===== src/rtl/tcomp_pkg.sv =====
package tcomp_pkg;
  localparam int NTAP       = 10;
  localparam int TAP_W      = 4;
  localparam int RATIO_W    = 9;
  localparam int RATIO_FRAC = 8;

  typedef enum logic [2:0] {
    ST_IDLE, ST_IDX, ST_EFF, ST_DIVS, ST_DIV, ST_EMIT, ST_DONE
  } state_e;

  // per-tap current ratio in units of 1/256, tap 0 = brightest
  function automatic logic [RATIO_W-1:0] tap_ratio(input logic [TAP_W-1:0] k);
    case (k)
      4'd0:    tap_ratio = 9'd256;
      4'd1:    tap_ratio = 9'd134;
      4'd2:    tap_ratio = 9'd72;
      4'd3:    tap_ratio = 9'd31;
      4'd4:    tap_ratio = 9'd13;
      4'd5:    tap_ratio = 9'd5;
      4'd6:    tap_ratio = 9'd2;
      default: tap_ratio = 9'd1;
    endcase
  endfunction
endpackage


===== src/rtl/tcomp_temp_avg.sv =====
module tcomp_temp_avg #(
  parameter int TEMP_W  = 10,
  parameter int T_BASE  = -48,
  parameter int STEP_SH = 3,
  parameter int DEPTH   = 16
) (
  input  logic [4*TEMP_W-1:0]       temp_i,
  output logic [$clog2(DEPTH)-1:0]  idx_o
);
  localparam int SUM_W = TEMP_W + 2;
  localparam int IDX_W = $clog2(DEPTH);

  logic signed [SUM_W-1:0] ext [4];
  logic signed [SUM_W-1:0] sum;
  logic signed [SUM_W-1:0] avg;
  logic signed [31:0]      off;
  logic signed [31:0]      bucket;

  for (genvar g = 0; g < 4; g++) begin : g_ext
    assign ext[g] = {{2{temp_i[g*TEMP_W+TEMP_W-1]}}, temp_i[g*TEMP_W +: TEMP_W]};
  end

  assign sum    = ext[0] + ext[1] + ext[2] + ext[3];
  assign avg    = sum >>> 2;  // floor division by 4
  assign off    = 32'(avg) - 32'(T_BASE);
  assign bucket = off >>> STEP_SH;

  always_comb begin
    if (off < 0)                    idx_o = '0;
    else if (bucket > 32'(DEPTH-1)) idx_o = IDX_W'(DEPTH-1);
    else                            idx_o = bucket[IDX_W-1:0];
  end

  always_comb begin
    a_idx_in_table_r2: assert (32'(idx_o) <= DEPTH-1);
  end
endmodule


===== src/rtl/tcomp_eff_rom.sv =====
module tcomp_eff_rom #(
  parameter int DEPTH     = 16,
  parameter int EFF_W     = 8,
  parameter int EFF_BASE  = 28,
  parameter int EFF_SLOPE = 1
) (
  input  logic [$clog2(DEPTH)-1:0] idx_i,
  output logic [EFF_W-1:0]         eff_o
);
  // linear efficiency model, computed rather than stored
  assign eff_o = EFF_W'(EFF_BASE + EFF_SLOPE * int'(idx_i));
endmodule


===== src/rtl/tcomp_div.sv =====
module tcomp_div #(
  parameter int N = 16,
  parameter int D = 8
) (
  input  logic         clk_i,
  input  logic         rst_ni,
  input  logic         start_i,
  input  logic [N-1:0] dividend_i,
  input  logic [D-1:0] divisor_i,
  output logic         done_o,
  output logic [N-1:0] quot_o
);
  localparam int CNT_W = $clog2(N + 1);

  logic             busy_q;
  logic [CNT_W-1:0] cnt_q;
  logic [D:0]       rem_q;
  logic [N-1:0]     quot_q;
  logic [D-1:0]     div_q;
  logic [D:0]       trial;
  logic             ge;

  assign trial  = {rem_q[D-1:0], quot_q[N-1]};
  assign ge     = trial >= {1'b0, div_q};
  assign quot_o = quot_q;

  always_ff @(posedge clk_i or negedge rst_ni) begin
    if (!rst_ni) begin
      busy_q <= 1'b0;
      cnt_q  <= '0;
      rem_q  <= '0;
      quot_q <= '0;
      div_q  <= '0;
      done_o <= 1'b0;
    end else begin
      done_o <= 1'b0;
      if (start_i && !busy_q) begin
        busy_q <= 1'b1;
        cnt_q  <= CNT_W'(N);
        rem_q  <= '0;
        quot_q <= dividend_i;
        div_q  <= divisor_i;
      end else if (busy_q) begin
        rem_q  <= ge ? (trial - {1'b0, div_q}) : trial;
        quot_q <= {quot_q[N-2:0], ge};
        cnt_q  <= cnt_q - 1'b1;
        if (cnt_q == CNT_W'(1)) begin
          busy_q <= 1'b0;
          done_o <= 1'b1;
        end
      end
    end
  end

  p_rem_lt_div_r3: assert property (@(posedge clk_i) disable iff (!rst_ni)
    busy_q |-> rem_q < {1'b0, div_q});
  p_nonzero_div_r7: assert property (@(posedge clk_i) disable iff (!rst_ni)
    (start_i && !busy_q) |-> divisor_i != '0);
  p_done_single_r6: assert property (@(posedge clk_i) disable iff (!rst_ni)
    done_o |=> !done_o);
endmodule


===== src/rtl/tcomp_tap_scale.sv =====
module tcomp_tap_scale
  import tcomp_pkg::*;
#(
  parameter int LUM_W  = 16,
  parameter int IREF_W = 16
) (
  input  logic [LUM_W-1:0]  fs_i,
  input  logic [TAP_W-1:0]  tap_i,
  input  logic              sat_i,
  output logic [IREF_W-1:0] code_o
);
  localparam int PW = LUM_W + RATIO_W;
  localparam logic [PW-1:0] MAXV = PW'((64'(1) << IREF_W) - 1);

  logic [PW-1:0] prod;
  logic [PW-1:0] scaled;

  assign prod   = PW'(fs_i) * PW'(tap_ratio(tap_i));
  assign scaled = prod >> RATIO_FRAC;

  always_comb begin
    if (sat_i || scaled > MAXV) code_o = '1;
    else                        code_o = scaled[IREF_W-1:0];
  end
endmodule


===== src/rtl/tcomp_iref_calc.sv =====
module tcomp_iref_calc
  import tcomp_pkg::*;
#(
  parameter int TEMP_W    = 10,
  parameter int T_BASE    = -48,
  parameter int STEP_SH   = 3,
  parameter int DEPTH     = 16,
  parameter int EFF_W     = 8,
  parameter int EFF_BASE  = 28,
  parameter int EFF_SLOPE = 1,
  parameter int LUM_W     = 16,
  parameter int FS_LUM    = 60000,
  parameter int IREF_W    = 16
) (
  input  logic                clk_i,
  input  logic                rst_ni,
  input  logic                start_i,
  input  logic [4*TEMP_W-1:0] temp_i,
  output logic                busy_o,
  output logic                valid_o,
  output logic [TAP_W-1:0]    tap_o,
  output logic [IREF_W-1:0]   iref_o,
  output logic                done_o,
  output logic                err_o
);
  localparam int IDX_W = $clog2(DEPTH);
  localparam logic [LUM_W-1:0] FS_VAL = LUM_W'(FS_LUM);

  state_e              state_q;
  logic [4*TEMP_W-1:0] temp_q;
  logic [IDX_W-1:0]    idx_q, idx_w;
  logic [EFF_W-1:0]    eff_q, eff_w;
  logic [LUM_W-1:0]    fs_q, quot_w;
  logic [TAP_W-1:0]    tap_q;
  logic [IREF_W-1:0]   code_w;
  logic                div_start, div_done;

  tcomp_temp_avg #(
    .TEMP_W(TEMP_W), .T_BASE(T_BASE), .STEP_SH(STEP_SH), .DEPTH(DEPTH)
  ) u_avg (
    .temp_i(temp_q), .idx_o(idx_w)
  );

  tcomp_eff_rom #(
    .DEPTH(DEPTH), .EFF_W(EFF_W), .EFF_BASE(EFF_BASE), .EFF_SLOPE(EFF_SLOPE)
  ) u_rom (
    .idx_i(idx_q), .eff_o(eff_w)
  );

  assign div_start = (state_q == ST_DIVS) && (eff_q != '0);

  tcomp_div #(.N(LUM_W), .D(EFF_W)) u_div (
    .clk_i(clk_i), .rst_ni(rst_ni), .start_i(div_start),
    .dividend_i(FS_VAL), .divisor_i(eff_q),
    .done_o(div_done), .quot_o(quot_w)
  );

  tcomp_tap_scale #(.LUM_W(LUM_W), .IREF_W(IREF_W)) u_scale (
    .fs_i(fs_q), .tap_i(tap_q), .sat_i(err_o), .code_o(code_w)
  );

  assign busy_o = (state_q != ST_IDLE);

  always_ff @(posedge clk_i or negedge rst_ni) begin
    if (!rst_ni) begin
      state_q <= ST_IDLE;
      temp_q  <= '0;
      idx_q   <= '0;
      eff_q   <= '0;
      fs_q    <= '0;
      tap_q   <= '0;
      err_o   <= 1'b0;
      valid_o <= 1'b0;
      tap_o   <= '0;
      iref_o  <= '0;
      done_o  <= 1'b0;
    end else begin
      valid_o <= 1'b0;
      done_o  <= 1'b0;
      case (state_q)
        ST_IDLE: if (start_i) begin
          temp_q  <= temp_i;
          err_o   <= 1'b0;
          state_q <= ST_IDX;
        end
        ST_IDX: begin
          idx_q   <= idx_w;
          state_q <= ST_EFF;
        end
        ST_EFF: begin
          eff_q   <= eff_w;
          state_q <= ST_DIVS;
        end
        ST_DIVS: begin
          tap_q <= '0;
          if (eff_q == '0) begin
            err_o   <= 1'b1;
            fs_q    <= '1;
            state_q <= ST_EMIT;
          end else begin
            state_q <= ST_DIV;
          end
        end
        ST_DIV: if (div_done) begin
          fs_q    <= quot_w;
          state_q <= ST_EMIT;
        end
        ST_EMIT: begin
          valid_o <= 1'b1;
          tap_o   <= tap_q;
          iref_o  <= code_w;
          if (tap_q == TAP_W'(NTAP-1)) state_q <= ST_DONE;
          else                         tap_q   <= tap_q + 1'b1;
        end
        ST_DONE: begin
          done_o  <= 1'b1;
          state_q <= ST_IDLE;
        end
        default: state_q <= ST_IDLE;
      endcase
    end
  end

  p_tap_range_r5: assert property (@(posedge clk_i) disable iff (!rst_ni)
    valid_o |-> tap_o < TAP_W'(NTAP));
  p_first_tap_r5: assert property (@(posedge clk_i) disable iff (!rst_ni)
    $rose(valid_o) |-> tap_o == '0);
  p_tap_order_r5: assert property (@(posedge clk_i) disable iff (!rst_ni)
    (valid_o && $past(valid_o)) |-> tap_o == $past(tap_o) + 1'b1);
  p_done_after_last_r6: assert property (@(posedge clk_i) disable iff (!rst_ni)
    done_o |-> ($past(valid_o) && $past(tap_o) == TAP_W'(NTAP-1) && !valid_o));
  p_done_idle_r6: assert property (@(posedge clk_i) disable iff (!rst_ni)
    done_o |-> !busy_o);
  p_sat_on_err_r7: assert property (@(posedge clk_i) disable iff (!rst_ni)
    (valid_o && err_o) |-> iref_o == '1);
  p_temp_hold_r8: assert property (@(posedge clk_i) disable iff (!rst_ni)
    ($past(busy_o) && busy_o) |-> $stable(temp_q));
endmodule


===== config.mk =====
export PLATFORM = sky130hd
export DESIGN_NAME = tcomp_iref_calc
export DESIGN_NICKNAME = d
export VERILOG_FILES = /design/src/rtl/tcomp_pkg.sv /design/src/rtl/tcomp_temp_avg.sv /design/src/rtl/tcomp_eff_rom.sv /design/src/rtl/tcomp_div.sv /design/src/rtl/tcomp_tap_scale.sv /design/src/rtl/tcomp_iref_calc.sv
export SDC_FILE = /design/constraint.sdc
export NUM_CORES = 1
export LEC_CHECK = 0
export BUFFER_PORTS_ARGS = -buffer_cell sky130_fd_sc_hd__buf_2
export CAP_MARGIN = 20
export CORE_ASPECT_RATIO = 1.1
export CORE_MARGIN = 5
export CORE_UTILIZATION = 50
export DETAILED_ROUTE_END_ITERATION = 8
export PLACE_DENSITY = 0.7
export SYNTH_ARGS = -nofsm -noshare
export SYNTH_HDL_FRONTEND = slang
export SYNTH_SLANG_ARGS = --single-unit

===== constraint.sdc =====
create_clock -name clk_i -period 5.7 [get_ports clk_i]
set_clock_uncertainty 0.05 [all_clocks]
set_input_delay 0.57 -clock clk_i [delete_from_list [all_inputs] [get_ports clk_i]]
set_output_delay 0.57 -clock clk_i [all_outputs]
set_load 0.01 [all_outputs]

==> key figures <==
Worst setup path
  • CP max stage cell: or4_4
  • CP arrival: 5950 ps
  • Critical Path Source: tap_q[0]$_DFFE_PN0P_
  • R2R Setup Slk: -5 ps
  • R2R depth: 22
  • Crit Reg-Reg Endpoint: iref_o[5]$_DFFE_PN0P_
  • CP max stage delay: 620 ps
  • Crit path kind: register to register
  • Critical Path Source Type: register
  • Crit path max fanout: 6
  • Reg-to-reg startpoint: tap_q[0]$_DFFE_PN0P_
  • Worst path cell trace: inv_2, ha_4, o21a_1, or4_4, nand2_2, fa_1, inv_2, fa_1, fa_1, inv_1, fa_1, inv_2, ha_4, and3_4, nand3_2, inv_2, a221o_1, a31o_4, a31oi_4, mux2_4, clkbuf_16, o22a_1
  • Required time of the critical path: approximately 6000 ps
  • Worst Setup End Kind: register

Synthesis
  • Main flop type after synthesis: dfrtp_1
  • Post-Syn Nets: 1,291
  • Adder-cell area share of the yosys netlist: 28.7%
  • Cell area after synthesis: 10,600 um^2
  • Distinct cells, synth: 68
  • Combinational family with the most area after synthesis: adder cells
  • Post-synthesis sequential area ratio: between 30% and 40%
  • Yosys reg bits: 133
  • EDFF count, synth: 0
  • Post-Synth XOR/XNOR Area: 2.80%
  • Syn_area_per_cell: 9.98 um^2
  • Post-Synth Simple-Gate Area: 15.2%
  • Synth Area in Compound Gates: 9.10%
  • Async set-reset flop share out of synthesis: 100%
  • Post-synthesis mux area share: 5.81%
  • Ys Warns: 0
  • Syn Inst Count: 1,066

Timing
  • Post-route setup TNS: -8.70 ps
  • Final period util: 100%
  • Slew margin rel.: between 10% and 20%
  • Final setup fails: 2
  • Max Transition Viols Final: 0
  • Fmax: 175 MHz
  • Period minus WS final: about 5700 ps
  • Final Hold Fails: 0
  • Final hold slack: 189 ps
  • RSZ-0062 raised after global routing: true
  • Setup ws final: -5.00 ps
  • Worst Max-Slew Pin Slew: 1230 ps

Route
  • Initial DRC Count: 391
  • Metal3 WL: 709 um
  • WL/cell: around 16 um
  • Detail-routed via count per cell: 5.26
  • Top sig layer: met4
  • Residual DRC: 0
  • Drt total wl: between 20,000 and 25,000 um
  • Detail Route Antenna Nets: 0
  • Vias: roughly 7,700
  • Met2 WL: 11,800 um
  • Post-Route M1 WL: 9740 um
  • Detailed-router iteration count before antenna repair: 5

Finish
  • Final instance area: 12,400 um^2
  • N_diodes: 0
  • Layout fillers: between 1,500 and 2,000
  • Syn-to-layout area delta: 16.2%
  • Most common cell after layout, fill and taps aside: inv_1
  • Nets: approximately 1,400
  • Most frequent cells in the layout: inv_1 (133), dfrtp_1 (132), fa_1 (101), nand2_1 (95), nor2_1 (69)
  • Share of layout cells above drive strength 1: 21.7%

Clocking
  • H-tree depth: 4
  • CTS Buf Count: 17
  • Clk Latency, worst-skew pair: between 400 and 500 ps
  • Root Buffer: clkbuf_16
  • Clock Path Buffers: 2
  • Clock sinks: 133
  • Hold-fix buffers, CTS: 0
  • Clock-pin slew of the registers on the worst-case setup and hold paths: 60 ps
  • CTS tree: yes

Die
  • Chip width: roughly 150 um
  • Die height: 163 um
  • Starting Density: 50.3%
  • Die area: between 20,000 and 25,000 um^2
  • I/O Pins: 67
  • Row count: 56
  • Core area: approximately 21,000 um^2

Place
  • Pre-CTS WS: -52.0 ps
  • Number of I/O port buffers: 66
  • DPL Wire Length: ~17,000 um
  • Cell Area, Placed: 11,500 um^2
  • Placer Congestion: 0.865

GRT
  • First-pass GRT wire length: 38,400 um
  • Total GRT Usage: roughly 19%
  • Gr ovfl total: 0
  • Antenna violations before repair: 0
  • Vias in the first global route: 8,103
  • Pin count of the biggest net entering global routing: 99

Status
  • Failing checks: negative setup slack
  • Outcome: complete, but fails checks

Run
  • Max-cap viol count: 0

Worst hold path
  • Hold/Removal Path Class: primary input to asynchronous set/reset pin
## timing repair
item / 4_1_cts / 5_1_grt
gates resized for setup: 15 / 18
gates cloned: 1 / 1
endpoints found under the setup margin: 12 / 16
setup buffers: 6 / 10
pin swaps: 16 / 36
## sequential cells by signal, summed over array words and instances, names as in the netlist, 5 cells and up
register	count
u_div.cnt_q	5
eff_q	6
temp_q	40
u_div.rem_q	8
iref_o	16
fs_q	16
u_div.quot_o	16
u_div.div_q	6
## synth_stat cells, drive strengths merged (4+ instances only)
cell type / instances / area [um^2]
a22o: 7 / 61.3
xor2: 19 / 166
nand2: 103 / 387
nand3b: 4 / 30.0
xnor2: 15 / 131
nor2b: 7 / 43.8
or3: 5 / 31.3
mux2i: 4 / 40.0
o22a: 15 / 131
fa: 103 / 2060
nor2: 71 / 267
inv: 145 / 544
a21oi: 24 / 120
and3: 58 / 363
mux2: 51 / 578
and2: 23 / 144
nor3: 29 / 150
a21o: 14 / 105
buf: 7 / 53.8
o21ai: 39 / 199
ha: 79 / 988
a31oi: 5 / 46.3
nand3: 14 / 70.1
dfrtp: 133 / 3330
clkbuf: 41 / 154
## worst max-delay path: cells and delay by family (launching register included)
| family | cells | cell delay (ps) |
|---|---|---|
| fa+ha+maj | 6 | 2210 |
| compound gates | 5 | 1110 |
| simple gates | 4 | 980 |
| buf+inv | 6 | 440 |
| flops | 1 | 410 |
| mux | 1 | 370 |
## cell families (layout without fill, tap and decap cells)
| kind of cell | after synthesis | in the layout |
|---|---|---|
| XOR/XNOR | 34 | 34 |
| flip-flops | 133 | 133 |
| multiplexers | 55 | 55 |
| buffers and inverters | 193 | 293 |
| AND/OR/NAND/NOR | 332 | 333 |
| AO/OA/AOI/OAI | 137 | 137 |
| adder cells (fa/ha/maj) | 182 | 182 |
## per-stage QoR
step	util (%)	cells
3_5_place_dp	54.2	1405
2_1_floorplan	-	1066
6_report	58.4	1457
4_1_cts	57.5	1444
3_3_place_gp	54.2	1405
5_1_grt	58.4	1457
## worst max path at each step
stage,to,slack (ps),cells after the start
floorplan,iref_o[10]$_DFFE_PN0P_,20,25
global placement,iref_o[2]$_DFFE_PN0P_,50,21
detailed placement,iref_o[2]$_DFFE_PN0P_,-50,21
CTS,iref_o[7]$_DFFE_PN0P_,-20,22
global route,iref_o[5]$_DFFE_PN0P_,-170,22
finish,iref_o[5]$_DFFE_PN0P_,-5,22
## metal layers
metal,vias up,GRT usage [%]
met5,-,0
met4,0,4.29
met3,32,3.34
met2,139,34.1
met1,3800,25.0
li1,3695,-
## layout make-up
class | instances | area [um^2] | area share [%]
well taps | 290 | 363 | 2.93
multi-input cells | 741 | 6760 | 54.7
inverters | 145 | 544 | 4.40
repair buffers | 116 | 769 | 6.22
clock inverters | 14 | 165 | 1.34
clock buffers | 18 | 429 | 3.47
flip-flops and latches | 133 | 3330 | 26.9
Power is left out: the tool's default activity adds up to more than one toggle a clock period on the data nets, which glitch-free logic cannot reach.
